--- src/rtl/bpp_pkg.sv ---
package bpp_pkg;
  // Per-cell control captured at the cell boundary and carried with the data
  typedef struct packed {
    logic de;
    logic flip;
  } cell_ctl_t;

  localparam int RGB_W = 3;
endpackage

--- src/rtl/bpp_addr_gen.sv ---
module bpp_addr_gen import bpp_pkg::*; #(
  parameter int MA_W = 14,
  parameter int RA_W = 3,
  parameter int LO_W = 5,
  parameter int HI_W = 5,
  localparam int ADDR_W = HI_W + RA_W + LO_W
) (
  input  logic              clk,
  input  logic              rst,
  input  logic              cap,
  input  logic [MA_W-1:0]   ma,
  input  logic [RA_W-1:0]   ra,
  input  logic              de,
  input  logic              flip,
  output logic [ADDR_W-1:0] addr_q,
  output cell_ctl_t         ctl_q
);
  localparam int MA_FIELD_W = LO_W + HI_W;

  logic [ADDR_W-1:0] linear;
  logic [ADDR_W-1:0] mirrored;
  logic              ma_unused;

  // Row counter is interleaved between the two memory-address fields
  assign linear    = {ma[MA_FIELD_W-1:LO_W], ra, ma[LO_W-1:0]};
  assign mirrored  = linear ^ {ADDR_W{flip}};
  assign ma_unused = ^ma;

  always_ff @(posedge clk) begin
    if (rst) begin
      addr_q <= '0;
      ctl_q  <= '0;
    end else if (cap) begin
      addr_q     <= mirrored;
      ctl_q.de   <= de;
      ctl_q.flip <= flip;
    end
  end
endmodule

--- src/rtl/bpp_shifter.sv ---
module bpp_shifter import bpp_pkg::*; #(
  parameter int PIX_W   = 8,
  parameter int COL_LSB = 5
) (
  input  logic             clk,
  input  logic             rst,
  input  logic             load,
  input  logic [PIX_W-1:0] bmp,
  input  logic [PIX_W-1:0] clr,
  input  cell_ctl_t        ctl,
  output logic             cur_bit,
  output logic [RGB_W-1:0] cur_col,
  output logic             cur_de
);
  logic [PIX_W-1:0] bmp_rev;
  logic [PIX_W-1:0] sr;
  logic             clr_unused;

  // Mirror the byte at load so the shift direction never changes
  for (genvar i = 0; i < PIX_W; i++) begin : g_rev
    assign bmp_rev[i] = bmp[PIX_W-1-i];
  end

  assign clr_unused = ^clr;

  always_ff @(posedge clk) begin
    if (rst) begin
      sr      <= '0;
      cur_col <= '0;
      cur_de  <= 1'b0;
    end else if (load) begin
      sr      <= ctl.flip ? bmp_rev : bmp;
      cur_col <= clr[COL_LSB +: RGB_W];
      cur_de  <= ctl.de;
    end else begin
      sr <= {sr[PIX_W-2:0], 1'b0};
    end
  end

  assign cur_bit = sr[PIX_W-1];
endmodule

--- src/rtl/bpp_pix_out.sv ---
module bpp_pix_out import bpp_pkg::*; (
  input  logic             clk,
  input  logic             rst,
  input  logic             pix_bit,
  input  logic [RGB_W-1:0] pix_col,
  input  logic             pix_de,
  output logic             red,
  output logic             grn,
  output logic             blu
);
  logic [RGB_W-1:0] shown;

  assign shown = (pix_bit && pix_de) ? pix_col : '0;

  always_ff @(posedge clk) begin
    if (rst) begin
      red <= 1'b0;
      grn <= 1'b0;
      blu <= 1'b0;
    end else begin
      red <= shown[2];
      grn <= shown[1];
      blu <= shown[0];
    end
  end
endmodule

--- src/rtl/bitmap_pixel_pipe.sv ---
module bitmap_pixel_pipe import bpp_pkg::*; #(
  parameter int MA_W    = 14,
  parameter int RA_W    = 3,
  parameter int LO_W    = 5,
  parameter int HI_W    = 5,
  parameter int PIX_W   = 8,
  parameter int COL_LSB = 5
) (
  input  logic                        clk,
  input  logic                        rst,
  input  logic [MA_W-1:0]             crtc_ma,
  input  logic [RA_W-1:0]             crtc_ra,
  input  logic                        disp_en,
  input  logic                        flip_we,
  input  logic                        flip_wdata,
  output logic [HI_W+RA_W+LO_W-1:0]   ram_addr,
  input  logic [PIX_W-1:0]            bmp_rdata,
  input  logic [PIX_W-1:0]            clr_rdata,
  output logic                        px_red,
  output logic                        px_grn,
  output logic                        px_blu
);
  localparam int ADDR_W = HI_W + RA_W + LO_W;
  localparam int PH_W   = (PIX_W > 1) ? $clog2(PIX_W) : 1;
  localparam logic [PH_W-1:0] PH_LAST = PH_W'(PIX_W - 1);

  logic [PH_W-1:0]  phase;
  logic             cap;
  logic             load;
  logic             flip_q;
  cell_ctl_t        fetch_ctl;
  logic             cell_bit;
  logic [RGB_W-1:0] cell_col;
  logic             cell_de;

  // Cell phase: capture on phase 0, hand over to the shifter on the last pixel
  always_ff @(posedge clk) begin
    if (rst)                 phase <= '0;
    else if (phase == PH_LAST) phase <= '0;
    else                     phase <= phase + 1'b1;
  end

  assign cap  = (phase == '0);
  assign load = (phase == PH_LAST);

  // Flip state holds the complement of what was written
  always_ff @(posedge clk) begin
    if (rst)          flip_q <= 1'b0;
    else if (flip_we) flip_q <= ~flip_wdata;
  end

  bpp_addr_gen #(
    .MA_W(MA_W), .RA_W(RA_W), .LO_W(LO_W), .HI_W(HI_W)
  ) u_addr (
    .clk   (clk),
    .rst   (rst),
    .cap   (cap),
    .ma    (crtc_ma),
    .ra    (crtc_ra),
    .de    (disp_en),
    .flip  (flip_q),
    .addr_q(ram_addr),
    .ctl_q (fetch_ctl)
  );

  bpp_shifter #(
    .PIX_W(PIX_W), .COL_LSB(COL_LSB)
  ) u_shift (
    .clk    (clk),
    .rst    (rst),
    .load   (load),
    .bmp    (bmp_rdata),
    .clr    (clr_rdata),
    .ctl    (fetch_ctl),
    .cur_bit(cell_bit),
    .cur_col(cell_col),
    .cur_de (cell_de)
  );

  bpp_pix_out u_out (
    .clk    (clk),
    .rst    (rst),
    .pix_bit(cell_bit),
    .pix_col(cell_col),
    .pix_de (cell_de),
    .red    (px_red),
    .grn    (px_grn),
    .blu    (px_blu)
  );
endmodule

--- config.mk ---
export PLATFORM = sky130hd
export DESIGN_NAME = bitmap_pixel_pipe
export DESIGN_NICKNAME = d
export VERILOG_FILES = /design/src/rtl/bpp_pkg.sv /design/src/rtl/bpp_addr_gen.sv /design/src/rtl/bpp_shifter.sv /design/src/rtl/bpp_pix_out.sv /design/src/rtl/bitmap_pixel_pipe.sv
export SDC_FILE = /design/constraint.sdc
export NUM_CORES = 1
export LEC_CHECK = 0
export BUFFER_PORTS_ARGS = -buffer_cell sky130_fd_sc_hd__buf_2
export CAP_MARGIN = 20
export CORE_ASPECT_RATIO = 0.5
export CORE_MARGIN = 2
export CORE_UTILIZATION = 40
export DETAILED_ROUTE_END_ITERATION = 8
export PLACE_DENSITY_LB_ADDON = 0.08
export SYNTH_ARGS = -nofsm -noshare
export SYNTH_HDL_FRONTEND = slang
export SYNTH_SLANG_ARGS = --single-unit
--- constraint.sdc ---
create_clock -name clk -period 1.77 [get_ports clk]
set_clock_uncertainty 0.05 [all_clocks]
set_input_delay 0.0885 -clock clk [delete_from_list [all_inputs] [get_ports clk]]
set_output_delay 0.0885 -clock clk [all_outputs]
set_load 0.01 [all_outputs]
==> impl_metrics.tcl <==
set metrics [dict create \
    grt_max_degree 29 \
    status "finished clean" \
    gr-usage-met1 0.167 \
    final_area_um2 1760 \
    crit_required_ns 1.95 \
    finalCriticalPeriod_ns 1.37 \
    detail_route.wirelength_um 2410 \
    ioPinCount 54 \
    cts_tree "built" \
    cts.htree.levels 2 \
    seq_area_frac_synth 0.488 \
    worstSetupPathType "flip-flop to flip-flop" \
    avgSynthCellArea_um2 10.4 \
    drt.antenna.violating_nets 0 \
    first_global_vias 822 \
    wire_per_inst_um 10.6 \
    hold_viol_final 0 \
    rsz0062_at_grt "no" \
    fin_nets 225 \
    clock-root-buffer "clkbuf_8" \
    fin_cells 227 \
    dpl.hpwl_um 1660 \
    synth_top_family_by_area "simple AND/OR/NAND/NOR gates" \
    layout-drive-gt1-share 0.303 \
    remaining_drc_errors 0 \
    cts_resized 0 \
    setup_viol 0 \
    p_leak_uw 0.000743 \
    yosysWarnings 0 \
    grt_first_pass_wirelength_um 3770 \
    slew_violations 0 \
    clkTransAtPathRegs_ns 0.07 \
    startpoint_type "flip-flop" \
    yosys.area.top_type "dfxtp_1" \
    synth_top_area_frac 0.488 \
    p_per_area_nw_per_um2 970 \
    synth_xor_area_frac 0.0816 \
    fp.dieH_um 45.8 \
    yosys_register_bits 34 \
    clock_latency_ns 0.28 \
    arrival_ns 1.55 \
    busiest_layer "met2" \
    antenna_found_initial 0 \
    synth_fp_nets 175 \
    path_max_fanout 6 \
    use_met2 0.188 \
    use_met3 0.0543 \
    synth-compound-area-share 0.113 \
    initial_utilization 0.413 \
    clkSinkCount 34 \
    gp_congestion 0.662 \
    placed_cells 213 \
    area_growth_pct 25.9 \
    worstMarginPinSlew_ns 0.467 \
    synth_simple_gate_area_frac 0.118 \
    syn_area_um2 1400 \
    track_usage 0.128 \
    synthDistinctLibCells 18 \
    first_iter_violations 32 \
    tns_ns 0 \
    num_vias 1034 \
    cts_made_buffers 5 \
    maxCapViolations 0 \
    die_area_um2 4000 \
    synthMuxAreaShare 0.100 \
    die_width_um 87.5 \
    final.period_utilization 0.775 \
    core-area_um2 3380 \
    design_power_total_uw 1700 \
    synth-adder-area-share 0.0269 \
    holdCritPathClass "primary input to flip-flop" \
    fmax_mhz 729 \
    yosys-top-cells-area "dfxtp_1 49%, a211oi_1 11%, mux2i_1 10%, xnor2_1 8.2%, nor2_1 7.3%" \
    place_area_um2 1610 \
    slew_headroom 0.689 \
    num_rows 15 \
    diodes 0 \
    cts_buffer_depth 2 \
    cp-end-kind "flip-flop" \
    grt_overflow 0 \
    dr.pass1.iters 4 \
    vias_per_cell 4.56 \
    utilization 0.520 \
    io_buffer_count 44 \
    synth_cells 134 \
    irDropWorstVdd_uv 363 \
]
==> power by group <==
part	internal (µW)	switching (µW)
logic	140	136
clock network	314	262
registers	820	32.1
==> flip-flops by register name, indices dropped and copies added, names as in the netlist <==
signal / cells
u_addr.addr_q: 13
u_shift.sr: 8
phase: 3
u_shift.cur_col: 3
u_addr.ctl_q: 2
flip_q: 1
u_out.blu: 1
u_out.grn: 1
u_out.red: 1
u_shift.cur_de: 1
==> synth_stat cells <==
master    count
nor3_1        1
buf_12        1
and3b_1       1
buf_4         1
inv_1         2
nor2_1       27
nor2b_2       1
mux2i_1      14
xnor2_1      13
buf_6         4
buf_2         1
a211oi_1     21
dfxtp_1      34
buf_1         1
clkbuf_1      3
and2_1        3
nor3b_1       3
ha_1          3
==> area by class of cell <==
| type | instances | area (µm²) |
|---|---|---|
| fill | 342 | 1620 |
| sequential | 34 | 681 |
| multi-input combinational | 87 | 614 |
| timing repair buffer | 54 | 310 |
| clock buffer | 7 | 86.3 |
| tap | 42 | 52.6 |
| inverter | 2 | 7.51 |
| clock inverter | 1 | 5.00 |
==> path summary, 6_finish.rpt <==
path | from | endpoint | slack (ns) | depth (start not counted)
max | flip_q | flip_q | 0.40 | 3
min reg2reg | phase[0] | phase[0] | 0.40 | 1
min | crtc_ma[7] | u_addr.addr_q[10] | 0.05 | 3
max reg2reg | flip_q | flip_q | 0.40 | 3
==> critical path, cell delays in order (launching register included) <==
cell and delay, ns:
dfxtp_1 0.48, nor2_1 0.08, a211oi_1 0.15, dlygate4sd3_1 0.56
==> kinds of logic after synthesis <==
group           count (synthesis)
simple gates                   36
flops                          34
compound gates                 21
mux                            14
xor+xnor                       13
buf+inv                        13
fa+ha+maj                       3
==> repair_timing <==
item                                   CTS  global route
buffers inserted                         0             0
endpoints found under the hold margin    5             0
hold buffers                             6             0
==> routing by layer <==
metal	vias to the layer above	routed length [µm]	part of all wire
li1	558	-	-
met1	446	1180	0.49
met2	28	1070	0.44
met3	2	153	0.063
met4	0	8	0.0033
met5	-	0	0
==> per-stage QoR <==
step / setup WS [ns] / hold slack [ns]
3_3_place_gp: 0.439 / 0.223
2_1_floorplan: 0.499 / 0.117
4_1_cts: 0.376 / 0.0346
6_report: 0.398 / 0.0492
3_5_place_dp: 0.427 / 0.231
5_1_grt: 0.273 / 0.0358
==> cell usage in the layout, fill, tap and decap left out, drive strengths merged, types with 2 or more instances in the layout <==
cell type,count
nor2,27
mux2i,14
buf,48
ha,3
and2,3
inv,2
dfxtp,34
clkbuf,7
nor3b,3
xnor2,13
dlygate4sd3,6
a211oi,21
Note: power is estimated with default switching activity, not from simulation.
